[src/rtl/tdm_pkg.sv]
package tdm_pkg;
    // frame control states
    typedef enum logic {
        ST_HUNT = 1'b0,   // no sync seen yet, line released
        ST_RUN  = 1'b1    // counting bit-clock cycles inside a frame
    } tdm_state_e;
endpackage

[src/rtl/tdm_frame_ctrl.sv]
module tdm_frame_ctrl
    import tdm_pkg::*;
#(
    parameter int CNT_W = 10,
    parameter int LAST  = 1023
) (
    input  logic             clk,
    input  logic             rst_n,
    input  logic             fsync,
    output logic [CNT_W-1:0] nxt_cnt,
    output logic             nxt_run,
    output logic             frame_err
);
    tdm_state_e       state_q, state_d;
    logic [CNT_W-1:0] cnt_q;
    logic             err_d;

    // next-state and next-count logic
    always_comb begin
        state_d = state_q;
        nxt_cnt = cnt_q;
        err_d   = 1'b0;
        unique case (state_q)
            ST_HUNT: begin
                if (fsync) begin                  // LOCK
                    state_d = ST_RUN;
                    nxt_cnt = '0;
                end
            end
            ST_RUN: begin
                if (fsync) begin                  // RESYNC
                    nxt_cnt = '0;
                    err_d   = (cnt_q != CNT_W'(LAST));
                end else if (cnt_q == CNT_W'(LAST)) begin
                    nxt_cnt = '0;                 // WRAP
                end else begin
                    nxt_cnt = cnt_q + 1'b1;
                end
            end
            default: state_d = ST_HUNT;
        endcase
    end

    assign nxt_run = (state_d == ST_RUN);

    // state register
    always_ff @(posedge clk or negedge rst_n) begin
        if (!rst_n) begin
            state_q   <= ST_HUNT;
            cnt_q     <= '0;
            frame_err <= 1'b0;
        end else begin
            state_q   <= state_d;
            cnt_q     <= nxt_cnt;
            frame_err <= err_d;
        end
    end
endmodule

[src/rtl/tdm_slot_mux.sv]
// Picks the bit for a frame bit index. CH_W, GRP_CH and NUM_GRP are powers of two.
module tdm_slot_mux #(
    parameter int CH_W    = 32,
    parameter int GRP_CH  = 4,
    parameter int NUM_GRP = 4,
    localparam int POS_W  = $clog2(CH_W),
    localparam int LANE_W = $clog2(GRP_CH),
    localparam int SEL_W  = $clog2(NUM_GRP),
    localparam int BIT_W  = POS_W + LANE_W + SEL_W
) (
    input  logic [BIT_W-1:0]       bit_idx,
    input  logic [SEL_W-1:0]       slot_sel,
    input  logic [GRP_CH*CH_W-1:0] ch_data,
    output logic                   owned,
    output logic                   bit_val
);
    logic [CH_W-1:0]   word [GRP_CH];
    logic [POS_W-1:0]  pos;
    logic [LANE_W-1:0] lane;
    logic [SEL_W-1:0]  grp;

    for (genvar g = 0; g < GRP_CH; g++) begin : g_word
        assign word[g] = ch_data[g*CH_W +: CH_W];
    end

    assign pos     = ~bit_idx[POS_W-1:0];           // MSB first
    assign lane    = bit_idx[POS_W +: LANE_W];
    assign grp     = bit_idx[POS_W+LANE_W +: SEL_W];
    assign owned   = (grp == slot_sel);
    assign bit_val = word[lane][pos];
endmodule

[src/rtl/tdm_slot_tx.sv]
module tdm_slot_tx
    import tdm_pkg::*;
#(
    parameter int CH_W    = 32,
    parameter int GRP_CH  = 4,
    parameter int NUM_GRP = 4,
    localparam int FRAME_BITS = CH_W * GRP_CH * NUM_GRP,
    localparam int FRAME_CLKS = 2 * FRAME_BITS,
    localparam int CNT_W      = $clog2(FRAME_CLKS),
    localparam int SEL_W      = $clog2(NUM_GRP)
) (
    input  logic                   clk,
    input  logic                   rst_n,
    input  logic                   fsync,
    input  logic [SEL_W-1:0]       slot_sel,
    input  logic                   pp_mode,
    input  logic [GRP_CH*CH_W-1:0] ch_data,
    output logic                   dout,
    output logic                   dout_oe,
    output logic                   frame_err
);
    logic [CNT_W-1:0] nxt_cnt;
    logic             nxt_run;
    logic             owned;
    logic             bit_val;
    logic             launch;

    tdm_frame_ctrl #(
        .CNT_W (CNT_W),
        .LAST  (FRAME_CLKS - 1)
    ) u_ctrl (
        .clk       (clk),
        .rst_n     (rst_n),
        .fsync     (fsync),
        .nxt_cnt   (nxt_cnt),
        .nxt_run   (nxt_run),
        .frame_err (frame_err)
    );

    tdm_slot_mux #(
        .CH_W    (CH_W),
        .GRP_CH  (GRP_CH),
        .NUM_GRP (NUM_GRP)
    ) u_mux (
        .bit_idx  (nxt_cnt[CNT_W-1:1]),
        .slot_sel (slot_sel),
        .ch_data  (ch_data),
        .owned    (owned),
        .bit_val  (bit_val)
    );

    // a new bit goes out when the next count is even
    assign launch = nxt_run && !nxt_cnt[0];

    // output process
    always_ff @(posedge clk or negedge rst_n) begin
        if (!rst_n) begin
            dout    <= 1'b1;
            dout_oe <= 1'b0;
        end else if (!nxt_run) begin
            dout    <= 1'b1;
            dout_oe <= 1'b0;
        end else if (launch) begin
            if (owned) begin
                dout    <= bit_val;
                dout_oe <= pp_mode | ~bit_val;
            end else begin
                dout    <= 1'b1;
                dout_oe <= 1'b0;
            end
        end
    end
endmodule

[config.mk]
export PLATFORM = sky130hd
export DESIGN_NAME = tdm_slot_tx
export DESIGN_NICKNAME = d
export VERILOG_FILES = /design/src/rtl/tdm_pkg.sv /design/src/rtl/tdm_frame_ctrl.sv /design/src/rtl/tdm_slot_mux.sv /design/src/rtl/tdm_slot_tx.sv
export SDC_FILE = /design/constraint.sdc
export NUM_CORES = 1
export LEC_CHECK = 0
export ABC_AREA = 1
export BUFFER_PORTS_ARGS = -buffer_cell sky130_fd_sc_hd__buf_2
export CORE_UTILIZATION = 35
export DETAILED_ROUTE_END_ITERATION = 8
export PLACE_DENSITY = 0.73
export SLEW_MARGIN = 20
export SYNTH_ARGS = -nofsm -noshare
export SYNTH_HDL_FRONTEND = slang
export SYNTH_HIERARCHICAL = 1
export SYNTH_SLANG_ARGS = --single-unit
[constraint.sdc]
create_clock -name clk -period 2.6 [get_ports clk]
set_input_delay 0.52 -clock clk [delete_from_list [all_inputs] [get_ports clk]]
set_output_delay 0.52 -clock clk [all_outputs]
set_load 0.01 [all_outputs]
# ---- Word-level counts from Yosys, hierarchy flattened
# Cells that the tools add are included.
# W data, S select, Z words.
dict set report totals {
  ff_bits 14
  word_cells 38
}
dict set report op_classes {
  order_cmp 2
  n_addsub 1
  bitwise_logic 5
  reduce_logical 2
  n_eq_ne 4
  mux 19
}
# cell count
set op_table {}
lappend op_table {{$bmux W32 S2} 1}
lappend op_table {{$mux W32} 2}
lappend op_table {{$mux W10} 3}
lappend op_table {{$pmux W10 S2} 1}
lappend op_table {{$mux W1} 11}
lappend op_table {{$add A10 B1 Y10 const B} 1}
lappend op_table {{$eq A10 B10 Y1 const B} 1}
lappend op_table {{$ne A10 B10 Y1 const B} 1}
lappend op_table {{$lt A5 B6 Y1 const B} 1}
lappend op_table {{$bmux W1 S5} 1}
lappend op_table {{$not A5 Y5} 1}
lappend op_table {{$ge A3 B3 Y1 const B} 1}
lappend op_table {{$not A2 Y3} 1}
lappend op_table {{$eq A2 B2 Y1} 1}
lappend op_table {{$ne A2 B1 Y1 const B} 1}
lappend op_table {{$not A1 Y1} 2}
lappend op_table {{$logic_and A1 B1 Y1} 1}
lappend op_table {{$logic_not A1 Y1} 1}
lappend op_table {{$or A1 B1 Y1} 1}

# ---- Logic depth before layout (Yosys ltp)
dict set report logic_depth {
  depth_word 15
  ltp_mapped 24
  ltp_nobuf 22
}

# ---- Cells and area by module
# The synthesis kept the hierarchy.
# module area_per_inst_um2 cells_per_inst n_inst
set modules_own_cells {}
lappend modules_own_cells {tdm_slot_mux 1343.8 299 1}
lappend modules_own_cells {tdm_frame_ctrl 674.4 89 1}
lappend modules_own_cells {tdm_slot_tx 105.1 16 1}

# ---- Worst setup path after synthesis
# Ideal clock, no wire load.
dict set report synth_path {
  path_kind {register -> register}
  start {reg u_ctrl.cnt_q[0]}
  end {reg dout_oe}
  setup_ps 116
  arrival_ps 2311
  period_less_slack_ps 2428
  path_stages_with_launch 22
  path_buffers 2
  path_slack_ps 172
  path_cell_list {dfrtp_1 ha_1 nand2_2 nor2_4 nand3_2 nand2_4 o21ai_0 buf_6 buf_4 nand2_1 nand3_1 nand3_1 nand3_1 nand2_1 nand2_1 nand3_1 nand2_1 nand2_1 nand2_1 nand2_1 nand2_1 nand2_1}
}
dict set report synth_via {
  elab_chain_len 15
  word_cells_on_any_way 22
  cone_classes {1 x add/sub; 3 x eq/ne; 12 x mux; 4 x bitwise; 2 x reduce/logical}
}
# item line
set synth_lines {}
lappend synth_lines {{start, declared} tdm_frame_ctrl.sv:15} ;# logic [CNT_W-1:0] cnt_q;
lappend synth_lines {{start signal, assigned} tdm_frame_ctrl.sv:54} ;# cnt_q <= nxt_cnt;
lappend synth_lines {{$add A10 B1 Y10 / $eq A10 B10 Y1 (equally long branches)} {tdm_frame_ctrl.sv:37, tdm_frame_ctrl.sv:34}}
lappend synth_lines {{$mux W10 *} tdm_frame_ctrl.sv:34} ;# end else if (cnt_q == CNT_W'(LAST)) begin
lappend synth_lines {{$mux W10 *} tdm_frame_ctrl.sv:31} ;# if (fsync) begin
lappend synth_lines {{$pmux W10 S2 *} tdm_frame_ctrl.sv:23} ;# unique case (state_q)
lappend synth_lines {{net nxt_cnt[6]} tdm_slot_tx.sv:22} ;# logic [CNT_W-1:0] nxt_cnt;
lappend synth_lines {{$not A2 Y3 (not written as such) *} tdm_slot_mux.sv:30} ;# assign bit_val = word[lane][pos];
lappend synth_lines {{$bmux W32 S2 *} tdm_slot_mux.sv:30}
lappend synth_lines {{$mux W32 (not written as such) * (2 in series)} tdm_slot_mux.sv:30}
lappend synth_lines {{$bmux W1 S5 *} tdm_slot_mux.sv:30}
lappend synth_lines {{$mux W1 (not written as such) *} tdm_slot_mux.sv:30}
lappend synth_lines {{net bit_val} tdm_slot_tx.sv:25} ;# logic bit_val;
lappend synth_lines {{$not A1 Y1 *} tdm_slot_tx.sv:66} ;# dout_oe <= pp_mode | ~bit_val;
lappend synth_lines {{$or A1 B1 Y1 *} tdm_slot_tx.sv:66}
lappend synth_lines {{$mux W1 *} tdm_slot_tx.sv:64} ;# if (owned) begin
lappend synth_lines {{$mux W1 *} tdm_slot_tx.sv:63} ;# end else if (launch) begin
lappend synth_lines {{$mux W1 *} tdm_slot_tx.sv:60} ;# end else if (!nxt_run) begin
lappend synth_lines {{end signal, assigned} tdm_slot_tx.sv:66}
lappend synth_lines {{end, declared} tdm_slot_tx.sv:19} ;# output logic dout_oe,
# The timed path passes the listed nets; every way through them passes the cells marked *. The select of a mux whose other input is x is not followed.
# A chain may end at the register's enable or synchronous reset.

# ---- Final worst setup path
dict set report layout_path {
  start {reg u_ctrl.cnt_q[0]}
  end {reg dout}
}
dict set report layout_via {
  elab_chain_len 13
  word_cells_on_any_way 20
  cone_classes {1 x add/sub; 3 x eq/ne; 12 x mux; 2 x bitwise; 2 x reduce/logical}
}
# item line
set layout_lines {}
lappend layout_lines {{$add A10 B1 Y10 / $eq A10 B10 Y1 (equally long branches)} {tdm_frame_ctrl.sv:37, tdm_frame_ctrl.sv:34}}
lappend layout_lines {{$mux W10 *} tdm_frame_ctrl.sv:34}
lappend layout_lines {{$mux W10 *} tdm_frame_ctrl.sv:31}
lappend layout_lines {{$pmux W10 S2 *} tdm_frame_ctrl.sv:23}
lappend layout_lines {{net nxt_cnt[6]} tdm_slot_tx.sv:22}
lappend layout_lines {{$not A2 Y3 (not written as such) *} tdm_slot_mux.sv:30}
lappend layout_lines {{$bmux W32 S2 *} tdm_slot_mux.sv:30}
lappend layout_lines {{$mux W32 (not written as such) * (2 in series)} tdm_slot_mux.sv:30}
lappend layout_lines {{$bmux W1 S5 *} tdm_slot_mux.sv:30}
lappend layout_lines {{$mux W1 (not written as such) *} tdm_slot_mux.sv:30}
lappend layout_lines {{net bit_val} tdm_slot_tx.sv:25}
lappend layout_lines {{$mux W1 *} tdm_slot_tx.sv:64}
lappend layout_lines {{$mux W1 *} tdm_slot_tx.sv:63}
lappend layout_lines {{$mux W1 *} tdm_slot_tx.sv:60}
lappend layout_lines {{end signal, assigned} tdm_slot_tx.sv:65} ;# dout <= bit_val;
lappend layout_lines {{end, declared} tdm_slot_tx.sv:18} ;# output logic dout,
# Marks and branches as above.

==> summary.md <==
| Metric | Value |
|---|---|
| Endpoints failing hold | `0` |
| DRC | `0` |
| Die area | `roughly 0.0064 mm²` |
| DRT iter0 DRCs | `roughly 230` |
| Failing checks | `setup timing` |
| Maxcap violations | `0` |
| Core Area | `around 0.0059 mm²` |
| Tmin final | `between 2 and 3 ns` |
| Gr ovfl total | `0` |
| CTS Hold Bufs | `0` |
| Setup CP Type | `flop to flop` |
| Vias in the first global route | `between 2000 and 3000` |
| Final non-filler cell total | `624` |
| Most used cell, CP | `nand2_1` |
| Clock power share | `about 28%` |
| Req. time, crit path | `roughly 2.8 ns` |
| Worst stage delay on the critical path | `between 0.4 and 0.5 ns` |
| Inserted Diodes | `0` |
| Slew @ Worst Pin | `a little under 0.5 ns` |
| Max Fanout on Critical Path | `16` |
| Synth area leaders | `nand2_1 34%, nand3_1 28%, dfrtp_1 15%, buf_2 3.3%, inv_1 3.2%` |
| Yosys reg bits | `14` |
| Yosys top cell area share | `about a third` |
| Buffers on Ports | `136` |
| Seq/Total Area, Yosys | `around 17%` |
| Post-DP HPWL | `approximately 5700 µm` |
| DRT Wirelength | `a little over 8000 µm` |
| Total Nets Final | `685` |
| Largest net degree at the start of global routing | `65` |
| Post-route antenna net violation count | `0` |
| Via count | `approximately 3300` |
| Drt wl/cell | `roughly 13 µm` |
| Max clock buf depth | `2` |
| Layout cells sized above 1 | `36.07%` |
| Share of power burned in registers | `31.9%` |
| Design area | `0.003244 mm²` |
| Row count | `28` |
| Final WS setup | `-0.004722 ns` |
| Max Clk Rate | `0.3839 GHz` |
| Dpl ws | `0.02025 ns` |
| Synth-to-Final Area Change | `52.80%` |
| Global-route wire length before repair | `~12000 µm` |
| Post-layout util | `55.12%` |
| Worst-Skew Late Latency | `roughly 0.24 ns` |
| Int Pwr | `approximately 0.00051 W` |
| Final Wtd Congestion | `roughly 0.89` |
| Clk_skew | `~0.0010 ns` |
| EDFF count, synth | `0` |
| Total track usage | `between 20% and 30%` |
| Root buf cell | `clkbuf_8` |
| Combinational fraction of design power | `39.7%` |
| # IOs | `137` |
| CTS buffer count | `3` |
| Clock sink count | `14` |
| Sw Pwr | `between 0.0002 and 0.00025 W` |
| Cell taking the most area after synthesis | `nand2_1` |
| Vias per Instance | `between 5 and 6` |
| Starting Density | `between 30 and 40%` |
| Crit path DAT | `2.78 ns` |
| Period utilization | `100.2%` |
| Die Width | `around 80 µm` |
| Filler cells | `587` |
| Hold WC Path Type | `primary input to async pin` |
| Area of the mapped netlist | `between 0.002 and 0.0025 mm²` |
| CTS tree | `built` |
| Syn nets | `539` |
| Die Ht | `between 70 and 80 µm` |
| Pre-antenna DRT Iters | `5` |
| Slew Viols, Final | `0` |
| Synthesis warning total | `6` |
| Dpl cells | `roughly 610` |
| Final setup violation count | `1` |
| Slew HR | `67.05%` |
| Critical Path Sink Type | `flop` |
| Number of library cell types mapped by synthesis | `26` |
| CP cell instances | `ha_4, nand2_4, nor2_4, nand3_2, nand2_4, o21ai_4, clkinv_4, clkbuf_16, nand2_1, nand3_1, nand3_1, nand3_1, nand2_1, nand2_1, nand3_1, nand2_1, nand2_1, nand2_2, inv_1, nand3_1, nand2_1, nand2_1` |
| Static leakage | `roughly 1.8 nW` |
| Outcome | `finished with violations` |
| Post-synth ARST share | `100.0%` |
| Setup_tns | `-0.004722 ns` |
| Switching share of power | `31.20%` |
| Worst vdd ir | `just under 0.0002 V` |
| Antenna violations before repair | `0` |
| H-tree depth | `1` |
| Synth Instances | `404` |
| Dpl cell area | `~0.003 mm²` |
| Clk slew on worst S/H paths | `0.06 ns` |
| Slowest stage cell, crit path | `dfrtp_1` |
| Avg Cell Area, Syn | `5.256 µm²` |
| RSZ-0062 raised after global routing | `true` |
| Power Density | `229.1 mW/mm²` |
| Startpoint types | `flop` |
| Main flop type after synthesis | `dfrtp_1` |
-- repair_timing --
action                                  4_1_cts  5_1_grt
gates resized for setup                       0       21
buffers inserted                              0        8
endpoints found under the setup margin        0        2
-- kinds of logic (layout without fill, tap and decap cells) --
| group | after synthesis | after routing | share of synthesized area, % |
|---|---|---|---|
| flip-flops | 14 | 14 | 16.56 |
| AND/OR/NAND/NOR | 332 | 332 | 67.71 |
| XOR/XNOR | 5 | 5 | 2.063 |
| adder cells (fa/ha/maj) | 1 | 1 | 0.5892 |
| AO/OA/AOI/OAI | 6 | 6 | 1.709 |
| buffers and inverters | 46 | 191 | 11.37 |
-- worst max-delay path: cells and delay by family (launching register included) --
kind | cells | cell delay [ns]
AO/OA/AOI/OAI | 1 | 0.24
adder cells (fa/ha/maj) | 1 | 0.20
buffers and inverters | 3 | 0.43
flip-flops | 1 | 0.44
AND/OR/NAND/NOR | 17 | 1.22
-- path summary, 6_finish.rpt --
check / endpoint / from / slack, ns / cells past startpoint
max: dout$_DFFE_PN1P_ / u_ctrl/cnt_q[0]$_DFF_PN0_ / -0.005 / 22
min: u_ctrl/cnt_q[9]$_DFF_PN0_ / rst_n / 0.16 / 1
max reg2reg: dout$_DFFE_PN1P_ / u_ctrl/cnt_q[0]$_DFF_PN0_ / -0.005 / 22
min reg2reg: dout$_DFFE_PN1P_ / dout$_DFFE_PN1P_ / 0.48 / 2
max in group asynchronous: dout$_DFFE_PN1P_ / rst_n / 2.15 / 1
min in group clk: dout$_DFFE_PN1P_ / dout$_DFFE_PN1P_ / 0.48 / 2
-- flip-flops by register name (all words and copies together) (netlist names) --
| name | cells |
|---|---|
| u_ctrl/cnt_q | 10 |
| dout_oe | 1 |
| u_ctrl/state_q | 1 |
| u_ctrl/frame_err | 1 |
| dout | 1 |
-- layout by cell type, fill, tap and decap left out, types with 2 or more instances in the layout --
master | netlist | final
inv_2 | 3 | 3
nand3_2 | 2 | 9
clkbuf_8 | 0 | 4
xor2_1 | 3 | 3
buf_12 | 0 | 5
nand3_1 | 120 | 113
o21ai_0 | 5 | 4
buf_6 | 5 | 3
nand2_4 | 1 | 2
nand2_2 | 1 | 7
buf_2 | 14 | 136
inv_1 | 18 | 17
nand2_1 | 192 | 185
buf_4 | 3 | 17
xnor2_1 | 2 | 2
clkbuf_16 | 0 | 4
nor2_1 | 11 | 11
dfrtp_1 | 13 | 13
-- cell usage after synthesis, types with 2 or more instances --
cell and count:
dfrtp_1 13, o21ai_0 5, xor2_1 3, nand3_1 120, inv_1 18, buf_4 3
nand3_2 2, nor2_1 11, xnor2_1 2, nand2_1 192, buf_2 14, buf_6 5
inv_2 3
-- metal layers --
metal  up-vias  track usage (%)  wire (µm)
li1       1594                -          -
met1      1425            29.71       3352
met2       219            39.15       3832
met3        24            2.171        787
met4         0            6.429        167
met5         -                0          0
-- metrics by stage --
| stage | hold WS, ns | power, W |
|---|---|---|
| floorplan | 0.2244 | 0.0003660 |
| global placement | 0.4307 | 0.0005134 |
| detailed placement | 0.4305 | 0.0005149 |
| CTS | 0.1702 | 0.0007242 |
| global route | 0.1826 | 0.0007863 |
| finish | 0.1601 | 0.0007432 |
-- final cells by class --
cell class	instances	area, µm²	area share [%]
clock buffer	4	55.05	1.697
inverter	22	90.09	2.777
multi-input combinational	344	1612	49.67
sequential	14	351.6	10.84
tap	75	93.84	2.892
timing repair buffer	165	1042	32.12
-- power groups by stage --
| stage | Clock (W) | Combinational [W] | Sequential (W) |
|---|---|---|---|
| floorplan | 0 | 0.000127 | 0.000239 |
| global placement | 0 | 0.000276 | 0.000238 |
| detailed placement | 0 | 0.000277 | 0.000238 |
| CTS | 0.000212 | 0.000278 | 0.000234 |
| global route | 0.000224 | 0.000325 | 0.000238 |
| finish | 0.000211 | 0.000295 | 0.000237 |
Note: power is estimated with default switching activity, not from simulation.
